File: src/rtl/circ_pkg.sv
package circ_pkg;
  localparam int ADDR_W      = 32;
  localparam int LEN_W       = 17;
  localparam int EXP_W       = 4;
  localparam int EXP_LSB     = 24;
  localparam int EXP_BIAS    = 2;
  localparam int MIN_BASELEN = 4;

  typedef struct packed {
    logic [ADDR_W-1:0] len;
    logic [EXP_W-1:0]  k;
    logic              use_base;
  } mod_fields_t;

  typedef struct packed {
    logic [ADDR_W-1:0] lo;
    logic [ADDR_W-1:0] hi;
  } window_t;
endpackage

File: src/rtl/circ_mod_decode.sv
module circ_mod_decode
  import circ_pkg::*;
(
  input  logic [LEN_W-1:0] len_field,
  input  logic [EXP_W-1:0] exp_field,
  output mod_fields_t      fields
);
  localparam logic [LEN_W-1:0] MinLen = LEN_W'(MIN_BASELEN);

  always_comb begin
    fields.len      = ADDR_W'(len_field);
    fields.k        = exp_field;
    fields.use_base = (exp_field == '0) && (len_field >= MinLen);
  end
endmodule

File: src/rtl/circ_window.sv
module circ_window
  import circ_pkg::*;
(
  input  logic [ADDR_W-1:0] ptr,
  input  logic [ADDR_W-1:0] base,
  input  mod_fields_t       fields,
  output window_t           win
);
  logic [ADDR_W-1:0] mask;
  int unsigned       shamt;

  always_comb begin
    shamt = 32'(fields.k) + EXP_BIAS;
    mask  = (ADDR_W'(1) << shamt) - ADDR_W'(1);
    if (fields.use_base) begin
      win.lo = base;
      win.hi = base + fields.len;
    end else begin
      win.lo = ptr & ~mask;
      win.hi = (ptr & ~mask) | fields.len;
    end
  end
endmodule

File: src/rtl/circ_fold.sv
module circ_fold
  import circ_pkg::*;
(
  input  logic [ADDR_W-1:0] cand,
  input  window_t           win,
  input  logic [ADDR_W-1:0] len,
  output logic [ADDR_W-1:0] result
);
  logic above, below;

  always_comb begin
    above = cand >= win.hi;
    below = cand <  win.lo;
    if (above)      result = cand - len;
    else if (below) result = cand + len;
    else            result = cand;
  end
endmodule

File: src/rtl/circ_ptr_step.sv
module circ_ptr_step
  import circ_pkg::*;
#(
  parameter int OFF_W = 16
) (
  input  logic              clk,
  input  logic              rst_n,
  input  logic              in_valid,
  output logic              in_ready,
  input  logic [31:0]       in_ptr,
  input  logic [OFF_W-1:0]  in_step,
  input  logic [31:0]       in_modifier,
  input  logic [31:0]       in_base,
  output logic              out_valid,
  input  logic              out_ready,
  output logic [31:0]       out_ptr
);
  mod_fields_t       fields;
  window_t           win;
  logic [ADDR_W-1:0] step_ext, cand, folded;
  logic              accept;
  logic              unused_mod_bits;

  assign unused_mod_bits = ^{in_modifier[31:EXP_LSB+EXP_W],
                             in_modifier[EXP_LSB-1:LEN_W]};

  assign step_ext = ADDR_W'($signed(in_step));
  assign cand     = in_ptr + step_ext;

  circ_mod_decode u_dec (
    .len_field (in_modifier[LEN_W-1:0]),
    .exp_field (in_modifier[EXP_LSB +: EXP_W]),
    .fields    (fields)
  );

  circ_window u_win (
    .ptr    (in_ptr),
    .base   (in_base),
    .fields (fields),
    .win    (win)
  );

  circ_fold u_fold (
    .cand   (cand),
    .win    (win),
    .len    (fields.len),
    .result (folded)
  );

  assign in_ready = !out_valid || out_ready;
  assign accept   = in_valid && in_ready;

  always_ff @(posedge clk) begin
    if (!rst_n) begin
      out_valid <= 1'b0;
      out_ptr   <= '0;
    end else begin
      if (accept)         out_valid <= 1'b1;
      else if (out_ready) out_valid <= 1'b0;
      if (accept)         out_ptr   <= folded;
    end
  end

  logic [ADDR_W-1:0] step_mag;
  logic              bounded_req;
  assign step_mag    = step_ext[ADDR_W-1] ? (~step_ext + 1'b1) : step_ext;
  assign bounded_req = fields.use_base && (win.hi > win.lo) &&
                       (in_ptr >= win.lo) && (in_ptr < win.hi) &&
                       (step_mag <= fields.len);


  hold_while_stalled_chk: assert property (@(posedge clk) disable iff (!rst_n)
    out_valid && !out_ready |=> out_valid && $stable(out_ptr));


  no_take_while_full_chk: assert property (@(posedge clk) disable iff (!rst_n)
    out_valid && !out_ready |-> !in_ready);


  result_follows_accept_chk: assert property (@(posedge clk) disable iff (!rst_n)
    in_valid && in_ready |=> out_valid);


  stays_in_window_chk: assert property (@(posedge clk) disable iff (!rst_n)
    accept && bounded_req |=> (out_ptr >= $past(win.lo)) && (out_ptr < $past(win.hi)));
endmodule

File: config.mk
export PLATFORM = sky130hd
export DESIGN_NAME = circ_ptr_step
export DESIGN_NICKNAME = d
export VERILOG_FILES = /design/src/rtl/circ_pkg.sv /design/src/rtl/circ_mod_decode.sv /design/src/rtl/circ_window.sv /design/src/rtl/circ_fold.sv /design/src/rtl/circ_ptr_step.sv
export SDC_FILE = /design/constraint.sdc
export NUM_CORES = 1
export LEC_CHECK = 0
export ABC_AREA = 1
export CAP_MARGIN = 20
export CORE_ASPECT_RATIO = 1.1
export CORE_UTILIZATION = 55
export CTS_CLUSTER_SIZE = 28
export DETAILED_ROUTE_END_ITERATION = 8
export HOLD_SLACK_MARGIN = 0.1
export PLACE_DENSITY_LB_ADDON = 0.15
export SLEW_MARGIN = 40
export SYNTH_ARGS = -nofsm -noshare
export SYNTH_HDL_FRONTEND = slang
export SYNTH_SLANG_ARGS = --single-unit
File: constraint.sdc
create_clock -name clk -period 6.85 [get_ports clk]
set_input_delay 1.37 -clock clk [delete_from_list [all_inputs] [get_ports clk]]
set_output_delay 1.37 -clock clk [all_outputs]
set_load 0.02 [all_outputs]
==> impl_metrics.ini <==
[logic_synthesis]
ys_seq_elements = 33
yosys-top-cells-area = ha_1 18%, nand2_1 18%, inv_1 9.6%
synth_fp_nets = 2045
ys_seq_area_frac = 0.0662
syn-cell-area_um2 = 9980
synthDistinctLibCells = 56
synthesis.instances = 1778
yosysTopAreaCellShare = 0.184
yosysWarnings = 0
synth_top_area_cell = ha_1
synth.avg_cell_area_um2 = 5.61

[detailed_routing]
drc = 0
vias = 12100
drt_iter0_drc = 959
via_per_inst = 5.62
first_pass_iters = 5
post_drt_wl_per_cell_um = 15.4
drt-total-wl_um = 33100
ant_nets = 0

[grt]
grt_pass1_vias = 11000
antenna_found_initial = 0
grt_start_max_net_pins = 68
gr-usage-all-layers = 0.357
grt_pass1_wl_um = 52900
grt_overflow = 0

[worst_hold_path]
min_path_type = register to register

[final_layout]
layout_commonest_cell = nand2_1
area_growth_pct = 19.1
final_nets = 2180
fill_cells = 1811
fin_util = 0.670
mostFrequentLayoutCells = 483 x nand2_1, 253 x inv_1, 158 x a21oi_1, 154 x nor2_1, 147 x ha_1
drive_above_1_share = 0.0585
antennaDiodeCount = 0
finalInstanceArea_um2 = 11900

[sta]
fmaxAchievable_mhz = 157
holdWs_ns = 0.483
finalCritPeriodShare = 0.932
hold_violations = 0
skew_ns = 0.00635
worst_pin_slew_ns = 0.786
tns_ns = 0
fin_crit_ns = 6.39
drv_slew = 0
setup_viol = 0
slew_headroom = 0.474

[cts]
cts_buffers = 5
cts_tree = built
htree_levels = 2
root_buffer = clkbuf_16
cts.sink_count = 33
clkLatencyLatePin_ns = 0.28
path_clk_slew_ns = 0.06
clock_path_buffers = 2

[power_and_ir_drop]
p_leak_uw = 0.00616
p_sw_frac = 0.540
finalPower_uw = 2060
seqPwrFrac = 0.114
ir_worst_vdd_uv = 185
power_frac_clock = 0.105
power_density_nw_per_um2 = 173
combPwrFrac = 0.780
power_switching_uw = 1110
p_int_uw = 946

[floorplan]
rows = 51
die_y_um = 143
num_io_pins = 150
die_w_um = 130
fp.coreArea_um2 = 17700
start_util = 0.562
die_area_um2 = 18700

[worst_setup_path]
cp_slowest_stage_delay_ns = 0.48
startpoint_type = primary input
arrival_ns = 6.60
worstPathMaxFanout = 11
crit_path_top_delay_cell = clkdlybuf4s50_1
crit_required_ns = 7.06
crit_type = primary input to register
cp-end-kind = register
crit_path_frequent_cell = nand2_1

[placement]
numPortBuffers = 138
place_hpwl_um = 28100
dpl_cell_area_um2 = 11700
gp_congestion = 0.985

[status]
outcome = complete, no violations

[flow_run]
maxCapViolCount = 0
## per-stage QoR
step                instances  setup slack [ns]
global route             2152          -0.00705
global placement         2139             0.263
finish                   2152             0.463
CTS                      2147             0.417
detailed placement       2139             0.129
floorplan                1778              1.45
## cell families (layout without fill, tap and decap cells)
group	after synthesis	in the layout	synth area share
AOI/OAI and AO/OA	350	350	0.192
xor gates and xnor gates	51	51	0.0448
adders and majority gates	151	151	0.192
buffers and inverters	311	447	0.120
DFF	33	33	0.0662
and+or+nand+nor	882	882	0.385
## Yosys cell counts (all sizes together)
cell type / count
nand2: 500
inv: 268
nor2: 170
a21oi: 158
ha: 147
o21ai: 129
nand3: 123
xor2: 46
nand4: 35
dfxtp: 33
clkbuf: 32
nor3: 25
o211ai: 16
a31oi: 9
buf: 9
o21bai: 9
o22ai: 9
or2: 9
nor4: 7
nand3b: 5
xnor2: 5
a21boi: 4
and3: 4
fa: 4
and2: 3
o21a: 3
clkinv: 2
o221ai: 2
o31ai: 2
a2111oi: 1
a211oi: 1
a21o: 1
a221oi: 1
a311oi: 1
nor3b: 1
o2111ai: 1
o211a: 1
o311ai: 1
o32ai: 1
## final cells by class
class	instances	area, µm²	share of cell area
repair buffers	169	1610	0.136
clock buffers	5	125	0.0105
clock inverters	3	17.5	0.00147
well taps	238	298	0.0251
multi-input cells	1434	8150	0.686
inverters	270	1020	0.0858
flip-flops and latches	33	661	0.0556
## path summary, 6_finish.rpt
| kind | start | end | slack (ns) | cells after the start |
|---|---|---|---|---|
| min reg2reg | out_ptr[0] | out_ptr[0] | 0.48 | 2 |
| max | in_modifier[2] | out_ptr[19] | 0.46 | 31 |
| max reg2reg | out_valid | out_ptr[11] | 4.97 | 6 |
| min | out_ptr[0] | out_ptr[0] | 0.48 | 2 |
## what timing repair did
item	4_1_cts	5_1_grt
endpoints found under the hold margin	0	0
gates resized for setup	0	7
hold buffers	0	0
buffers inserted	0	5
endpoints found under the setup margin	0	29
## sequential cells by signal (all words and copies together), names as in the netlist
signal,count
out_ptr,32
out_valid,1
## layer usage
metal	share of wire	track usage
met5	0	0
met3	0.063	0.0236
met4	0.038	0.151
met1	0.44	0.466
met2	0.46	0.603
## critical path, delay by kind of cell
kind                       cells  cell delay, ns
and+or+nand+nor               15            1.88
AOI/OAI and AO/OA              8            1.57
buffers and inverters          6            1.08
adders and majority gates      2            0.68
## power by group through the flow
stage          Combinational (µW)  Clock (µW)  Sequential, µW
2_1_floorplan                1050           0             274
3_3_place_gp                 1510           0             237
3_5_place_dp                 1550           0             238
4_1_cts                      1550         219             235
5_1_grt                      1790         226             238
6_report                     1600         217             235
(Power assumes the default switching activity.)
